### src/rtl/dpg_pkg.sv
package dpg_pkg;
  localparam int unsigned PH_W_DEF  = 32;
  localparam int unsigned VEL_W_DEF = 40;
  localparam int unsigned ACC_W_DEF = 48;
  localparam int unsigned CNT_W_DEF = 16;
endpackage

### src/rtl/dpg_rate_div.sv
module dpg_rate_div #(
  parameter int unsigned CNT_W = 16
) (
  input  logic             clk_i,
  input  logic             rst_ni,
  input  logic             load_i,
  input  logic             en_i,
  input  logic [CNT_W-1:0] div_i,
  output logic             tick_o
);
  logic [CNT_W-1:0] div_q, cnt_q;
  logic             wrap;

  assign wrap   = (cnt_q == div_q - CNT_W'(1));
  assign tick_o = en_i && !load_i && wrap;

  always_ff @(posedge clk_i or negedge rst_ni) begin
    if (!rst_ni) begin
      div_q <= CNT_W'(1);
      cnt_q <= '0;
    end else if (load_i) begin
      div_q <= (div_i == '0) ? CNT_W'(1) : div_i;
      cnt_q <= '0;
    end else if (en_i) begin
      cnt_q <= wrap ? '0 : cnt_q + CNT_W'(1);
    end
  end
endmodule

### src/rtl/dpg_accum.sv
module dpg_accum #(
  parameter int unsigned W  = 32,
  parameter int unsigned SW = 32
) (
  input  logic          clk_i,
  input  logic          rst_ni,
  input  logic          load_i,
  input  logic [W-1:0]  init_i,
  input  logic          upd_i,
  input  logic [SW-1:0] step_i,
  output logic [W-1:0]  acc_o
);
  localparam int unsigned SH = SW - W;

  logic [W-1:0] step_t;
  assign step_t = W'(step_i >> SH);  // drop fractional bits of the upper stage

  always_ff @(posedge clk_i or negedge rst_ni) begin
    if (!rst_ni)     acc_o <= '0;
    else if (load_i) acc_o <= init_i;
    else if (upd_i)  acc_o <= acc_o + step_t;
  end
endmodule

### src/rtl/dop_phase_gen.sv
module dop_phase_gen
  import dpg_pkg::*;
#(
  parameter int unsigned PH_W  = PH_W_DEF,
  parameter int unsigned VEL_W = VEL_W_DEF,
  parameter int unsigned ACC_W = ACC_W_DEF,
  parameter int unsigned CNT_W = CNT_W_DEF
) (
  input  logic             clk_i,
  input  logic             rst_ni,
  input  logic             load_i,
  input  logic             en_i,
  input  logic [CNT_W-1:0] div_i,
  input  logic [ACC_W-1:0] jerk_i,
  input  logic [ACC_W-1:0] init_acc_i,
  input  logic [VEL_W-1:0] init_vel_i,
  input  logic [PH_W-1:0]  init_ph_i,
  output logic [PH_W-1:0]  phase_o
);
  logic [ACC_W-1:0] jerk_q, acc_q;
  logic [VEL_W-1:0] vel_q;
  logic [PH_W-1:0]  ph_q;
  logic             acc_tick, run;

  assign run = en_i && !load_i;

  always_ff @(posedge clk_i or negedge rst_ni) begin
    if (!rst_ni)     jerk_q <= '0;
    else if (load_i) jerk_q <= jerk_i;
  end

  dpg_rate_div #(.CNT_W(CNT_W)) u_div (
    .clk_i(clk_i), .rst_ni(rst_ni), .load_i(load_i), .en_i(en_i),
    .div_i(div_i), .tick_o(acc_tick)
  );

  dpg_accum #(.W(ACC_W), .SW(ACC_W)) u_acc (
    .clk_i(clk_i), .rst_ni(rst_ni), .load_i(load_i), .init_i(init_acc_i),
    .upd_i(acc_tick), .step_i(jerk_q), .acc_o(acc_q)
  );

  dpg_accum #(.W(VEL_W), .SW(ACC_W)) u_vel (
    .clk_i(clk_i), .rst_ni(rst_ni), .load_i(load_i), .init_i(init_vel_i),
    .upd_i(run), .step_i(acc_q), .acc_o(vel_q)
  );

  dpg_accum #(.W(PH_W), .SW(VEL_W)) u_ph (
    .clk_i(clk_i), .rst_ni(rst_ni), .load_i(load_i), .init_i(init_ph_i),
    .upd_i(run), .step_i(vel_q), .acc_o(ph_q)
  );

  assign phase_o = ph_q;
endmodule

### config.mk
export PLATFORM = sky130hd
export DESIGN_NAME = dop_phase_gen
export DESIGN_NICKNAME = d
export VERILOG_FILES = /design/src/rtl/dpg_pkg.sv /design/src/rtl/dpg_rate_div.sv /design/src/rtl/dpg_accum.sv /design/src/rtl/dop_phase_gen.sv
export SDC_FILE = /design/constraint.sdc
export NUM_CORES = 1
export LEC_CHECK = 0
export BUFFER_PORTS_ARGS = -buffer_cell sky130_fd_sc_hd__buf_2
export CAP_MARGIN = 20
export CORE_UTILIZATION = 59
export DETAILED_ROUTE_END_ITERATION = 8
export PLACE_DENSITY = 0.82
export SLEW_MARGIN = 20
export SYNTH_ARGS = -nofsm -noshare
export SYNTH_HDL_FRONTEND = slang
export SYNTH_SLANG_ARGS = --single-unit
### constraint.sdc
create_clock -name clk_i -period 3.7 [get_ports clk_i]
set_clock_uncertainty 0.15 [all_clocks]
set_input_delay 0.925 -clock clk_i [delete_from_list [all_inputs] [get_ports clk_i]]
set_output_delay 0.925 -clock clk_i [all_outputs]
set_load 0.02 [all_outputs]
## Word level (Yosys, flattened, before mapping)

Index checks and enable logic that the tools add are counted.

- Eq/ne operators: 1
- Multiplexer cells: 10
- $add $sub $neg: 5
- Reductions and logical operators: 7

Operators with widths:

| kind | count |
|---|---|
| two-way mux 48 bit | 2 |
| two-way mux 40 bit | 2 |
| two-way mux 16 bit | 4 |
| two-way mux 32 bit | 2 |
| adder 48 bit | 1 |
| adder 40 bit | 1 |
| adder 32 bit | 1 |
| adder 16 x 1 -> 16 bit (second input constant) | 1 |
| equality test 16 bit | 1 |
| zero test 16 bit | 1 |
| subtractor 16 x 1 -> 16 bit (second input constant) | 1 |
| nonzero test 2 bit | 3 |
| logical AND 1 bit | 2 |
| zero test 1 bit | 1 |

- Word-level logic and storage cells: 29
- Bits of input ports: 188
- Output and inout bits: 32
- Flip-flop bits (word level): 200

## Longest topological paths before layout

- Depth in word-level cells: 5
- Depth in mapped cells: 16
- Gate-level depth less buffers: 14

## Hierarchy

A second synthesis with hierarchy kept.

- Cells, all modules: 1766
- Area total of the unflattened synthesis: 15716.3 um2

By module, submodules not included:

| module | instances | area each (um2) | cells an instance | sequential area each (um2) |
|---|---|---|---|---|
| dpg_accum at u_acc | 1 | 4777.1 | 590 | 1201.2 |
| dpg_accum at u_vel | 1 | 3990.1 | 493 | 1001.0 |
| dpg_accum at u_ph | 1 | 3064.2 | 363 | 800.8 |
| dpg_rate_div | 1 | 2065.7 | 218 | 802.0 |
| dop_phase_gen | 1 | 1819.2 | 102 | 1201.2 |

## Least setup slack after synthesis

OpenSTA, ideal clock, no wires.

- Path kind: register to register
- Start point: reg u_ph.acc_o[9]
- End point: reg u_ph.acc_o[30]
- Data required time: 3413 ps
- Cell stages (with the launch flop): 13
- Library setup time: 137 ps
- Setup slack: 407 ps
- Arrival: 3007 ps
- Period minus slack after synthesis: 3293 ps
- Buffers on the path: 1
- Cell sequence: dfrtp_1 -> ha_1 -> clkbuf_1 -> a211o_1 -> a2111oi_0 -> o22ai_1 -> o21ai_1 -> a31oi_1 -> o31ai_1 -> o31ai_1 -> a221oi_1 -> xor2_1 -> a21oi_1

- Longest elaborated chain between the ends: 3

RTL lines:

| element | RTL line | text |
|---|---|---|
| start, declared | dpg_accum.sv:11 | `output logic [W-1:0] acc_o` |
| start signal, assigned | dpg_accum.sv:20 | `else if (load_i) acc_o <= init_i;` |
| start signal, assigned | dpg_accum.sv:21 | `else if (upd_i) acc_o <= acc_o + step_t;` |
| adder 32 bit | dpg_accum.sv:21 |  |
| two-way mux 32 bit | dpg_accum.sv:21 |  |
| two-way mux 32 bit | dpg_accum.sv:20 |  |

No other way between the ends. The select of a mux whose other input is x is not followed.
A chain may end at the register's enable or synchronous reset.

## Worst setup path after layout

Ends and elaborated chain as after synthesis.

==> key figures <==
Pwr
  – Clock Power Share: 21.0%
  – Worst VDD drop: 0.3484 mV
  – Part of the power in registers: 31.6%
  – Sw frac: 40.20%
  – PD cells: 513.9 mW/mm²
  – Total power: 0.008891 W
  – Int Pwr: 0.005317 W
  – Leak: 8.095 nW
  – Combinational Power Share: 47.5%
  – Net Switching: 0.003575 W

Placement
  – Port bufs: 219
  – HPWL after DPL: 31.86 mm
  – DP Cell Count: 2,248
  – Gpl congestion: 0.9631

Critical path
  – CP endpoint kind: flop
  – Family with the most delay on the worst path: compound AO/OA/AOI/OAI gates
  – CP Buf/Inv Count: 0
  – Startpoint types: flop
  – Critical Path Stages: 11
  – WP data required: 3860 ps
  – Largest stage delay, worst path: 440 ps
  – Max stage delay cell, worst path: a2111oi_1
  – R2R depth: 11
  – WS Path Type: reg2reg
  – Worst EP arrival: 3740 ps
  – Crit-path cells: ha_1 > a211o_1 > a2111oi_1 > o22ai_1 > o21ai_1 > a31oi_2 > o31ai_2 > o31ai_1 > a221oi_1 > xor2_1 > a21oi_1
  – Crit Path Max Fanout: 7

Finish
  – Multi-input gate area: 0.009788 mm²
  – Fillers: 2,118
  – Commonest non-fill, non-tap cell in the layout: buf_2
  – # diodes: 0
  – Most frequent cells in the layout: buf_2, dfrtp_1, a21oi_1
  – Area growth, synth to finish: 13.72%
  – Nets: 2,249
  – Share of cells above drive strength 1: 19.26%
  – Sequential cell area: 0.005006 mm²
  – Final Non-Filler Cells: 2,282
  – Layout Utilization: 68.51%

Route
  – TritonRoute pass-1 iters: 5
  – Iter 0 DRT Violations: 950
  – WL per Instance: 18.49 µm
  – Drt via density: 6.212
  – WL final: 42.20 mm
  – Antenna-violating nets left: 0
  – Vias post-DR: 14,180
  – DRC errors left: 0

Timing
  – Final period util: 96.80%
  – Worst-Margin Slew: 798.0 ps
  – Tmin final: 3581 ps
  – Slew Viols, Final: 0
  – TNS Setup: 0 ps
  – Final hold vios: 0
  – Setup violators final: 0
  – Fmax: 279.2 MHz
  – Rel. slew slack: 46.80%

Global routing
  – Number of global-route vias before repair: 13,720
  – Pin count of the biggest net entering global routing: 129
  – Met2 Use GR: 53.85%
  – M3 GR Usage: 3.896%
  – Grt ovf: 0
  – Total GRT Usage: 32.26%
  – Global route hottest layer: met2
  – M1 GR Usage: 43.89%
  – First-pass GRT wire length: 68.28 mm
  – Initial antenna violation count: 0

Floorplanning
  – Die area: 0.02644 mm²
  – Die width: 162.6 µm
  – FP Rows: 58
  – Initial Utilization: 60.25%
  – Core ar.: 0.02525 mm²
  – I/O pin count: 220
  – Chip Height: 162.6 µm

Synthesis
  – Post-synth ARST share: 100.0%
  – Syn Inst Count: 1,743
  – Predominant post-synthesis flop cell: dfrtp_1
  – Yosys warnings: 0
  – Dominant cells by area after synthesis: dfrtp_1, ha_1, a21oi_1
  – EDFF count, synth: 0
  – Register bit total from synthesis: 200
  – Syn Std Cell Area: 0.01522 mm²
  – Synthesized Nets: 2,053
  – Synth unique cells: 78
  – Mean post-synth cell area: 8.730 µm²
  – Post-synthesis sequential area ratio: 32.90%
  – Dominant cell type by area after synthesis: dfrtp_1
  – Share of the synthesized area in the top cell type: 32.73%

Clock tree
  – Num CTS Buffers: 17
  – CTS tree: yes
  – H-Tree Depth: 4
  – CTS Sinks: 200
  – Root buf cell: clkbuf_16
  – Clk_lat worst skew: 450 ps
  – Clock-pin slew on the worst setup and hold paths: 80 ps
  – CTS Hold Buffers Added: 0
  – CTS max path bufs: 2

Status
  – Status: finished, final reports clean

Flow run
  – Max-cap violations: 0

Hold path
  – HP Class: in2async
==> per-layer routing <==
| metal | vias to the layer above | share of wire, % |
|---|---|---|
| li1 | 6796 | - |
| met1 | 6740 | 45 |
| met2 | 560 | 46 |
| met3 | 79 | 6.6 |
| met4 | 0 | 2.2 |
| met5 | - | 0 |
==> power by group through the flow <==
stage                     Sequential [W]  Clock [W]  Combinational [W]
after floorplan                  0.00284          0            0.00303
after global placement           0.00282          0            0.00398
after detailed placement         0.00284          0            0.00409
after CTS                        0.00280    0.00187            0.00413
after global routing             0.00284    0.00195            0.00468
final                            0.00281    0.00187            0.00422
==> Yosys cell counts (13+ instances only) <==
master / count
nand4_1: 19
a21oi_1: 177
inv_1: 35
nand2b_1: 18
nor3_1: 27
a21o_1: 76
xor2_1: 32
nor2_1: 109
o21a_1: 20
and3_1: 32
a31oi_1: 14
o31ai_1: 13
o21bai_1: 15
a2bb2oi_1: 13
dfrtp_1: 199
ha_1: 119
clkbuf_1: 62
o21ai_1: 21
nor2b_1: 19
o21ai_0: 159
xnor2_1: 91
nand3_1: 40
mux2i_1: 40
mux2_2: 63
nand2_1: 162
==> logic make-up after synthesis <==
| group | Yosys count | share of synthesized area (%) |
|---|---|---|
| buf+inv | 116 | 3.133 |
| xor+xnor | 123 | 7.080 |
| flops | 200 | 32.90 |
| mux | 103 | 7.294 |
| fa+ha+maj | 122 | 10.18 |
| compound gates | 596 | 23.99 |
| simple gates | 483 | 15.42 |
==> metrics by stage <==
stage	worst slack [ps]	cell area (µm²)	hold slack, ps
final	118.5	17300	329.5
after global routing	-44.31	17300	376.9
after CTS	34.28	17240	344.1
after detailed placement	12.39	16680	357.6
after global placement	140.6	16680	347.2
after floorplan	406.9	15220	314.9
==> area by class of cell <==
cell class / instances / share of cell area, %
repair buffers: 256 / 8.113
multi-input cells: 1427 / 56.57
inverters: 37 / 0.8027
clock buffers: 19 / 2.502
well taps: 330 / 2.386
clock inverters: 13 / 0.6942
flip-flops and latches: 200 / 28.93
==> sequential cells by signal, indices dropped and copies added (netlist names) <==
| register | count |
|---|---|
| jerk_q | 48 |
| u_acc.acc_o | 48 |
| u_vel.acc_o | 40 |
| u_ph.acc_o | 32 |
| u_div.cnt_q | 16 |
| u_div.div_q | 16 |
==> final timing paths <==
path,start,to,slack [ps]
worst max-delay path,u_ph.acc_o[9],u_ph.acc_o[30],120
worst min-delay path,rst_ni,u_vel.acc_o[14],330
worst max register to register,u_ph.acc_o[9],u_ph.acc_o[30],120
worst min register to register,jerk_q[7],jerk_q[7],370
max in group asynchronous,rst_ni,u_div.div_q[0],2230
min in group clk_i,jerk_q[7],jerk_q[7],370
==> worst register-to-register path, cell delays in order, from the launching register on <==
cell       delay, ps
dfrtp_1          420
ha_1             410
a211o_1          330
a2111oi_1        440
o22ai_1          170
o21ai_1          280
a31oi_2          160
o31ai_2          320
o31ai_1          160
a221oi_1         340
xor2_1           180
a21oi_1           80
==> what timing repair did <==
item                                    in CTS  in global routing
pin swaps                                    0                  2
gates resized for setup                      1                 15
endpoints found under the setup margin       1                 55
endpoints found under the hold margin        0                  0
setup buffers                                0                  2
Note: power is estimated with default switching activity, not from simulation.
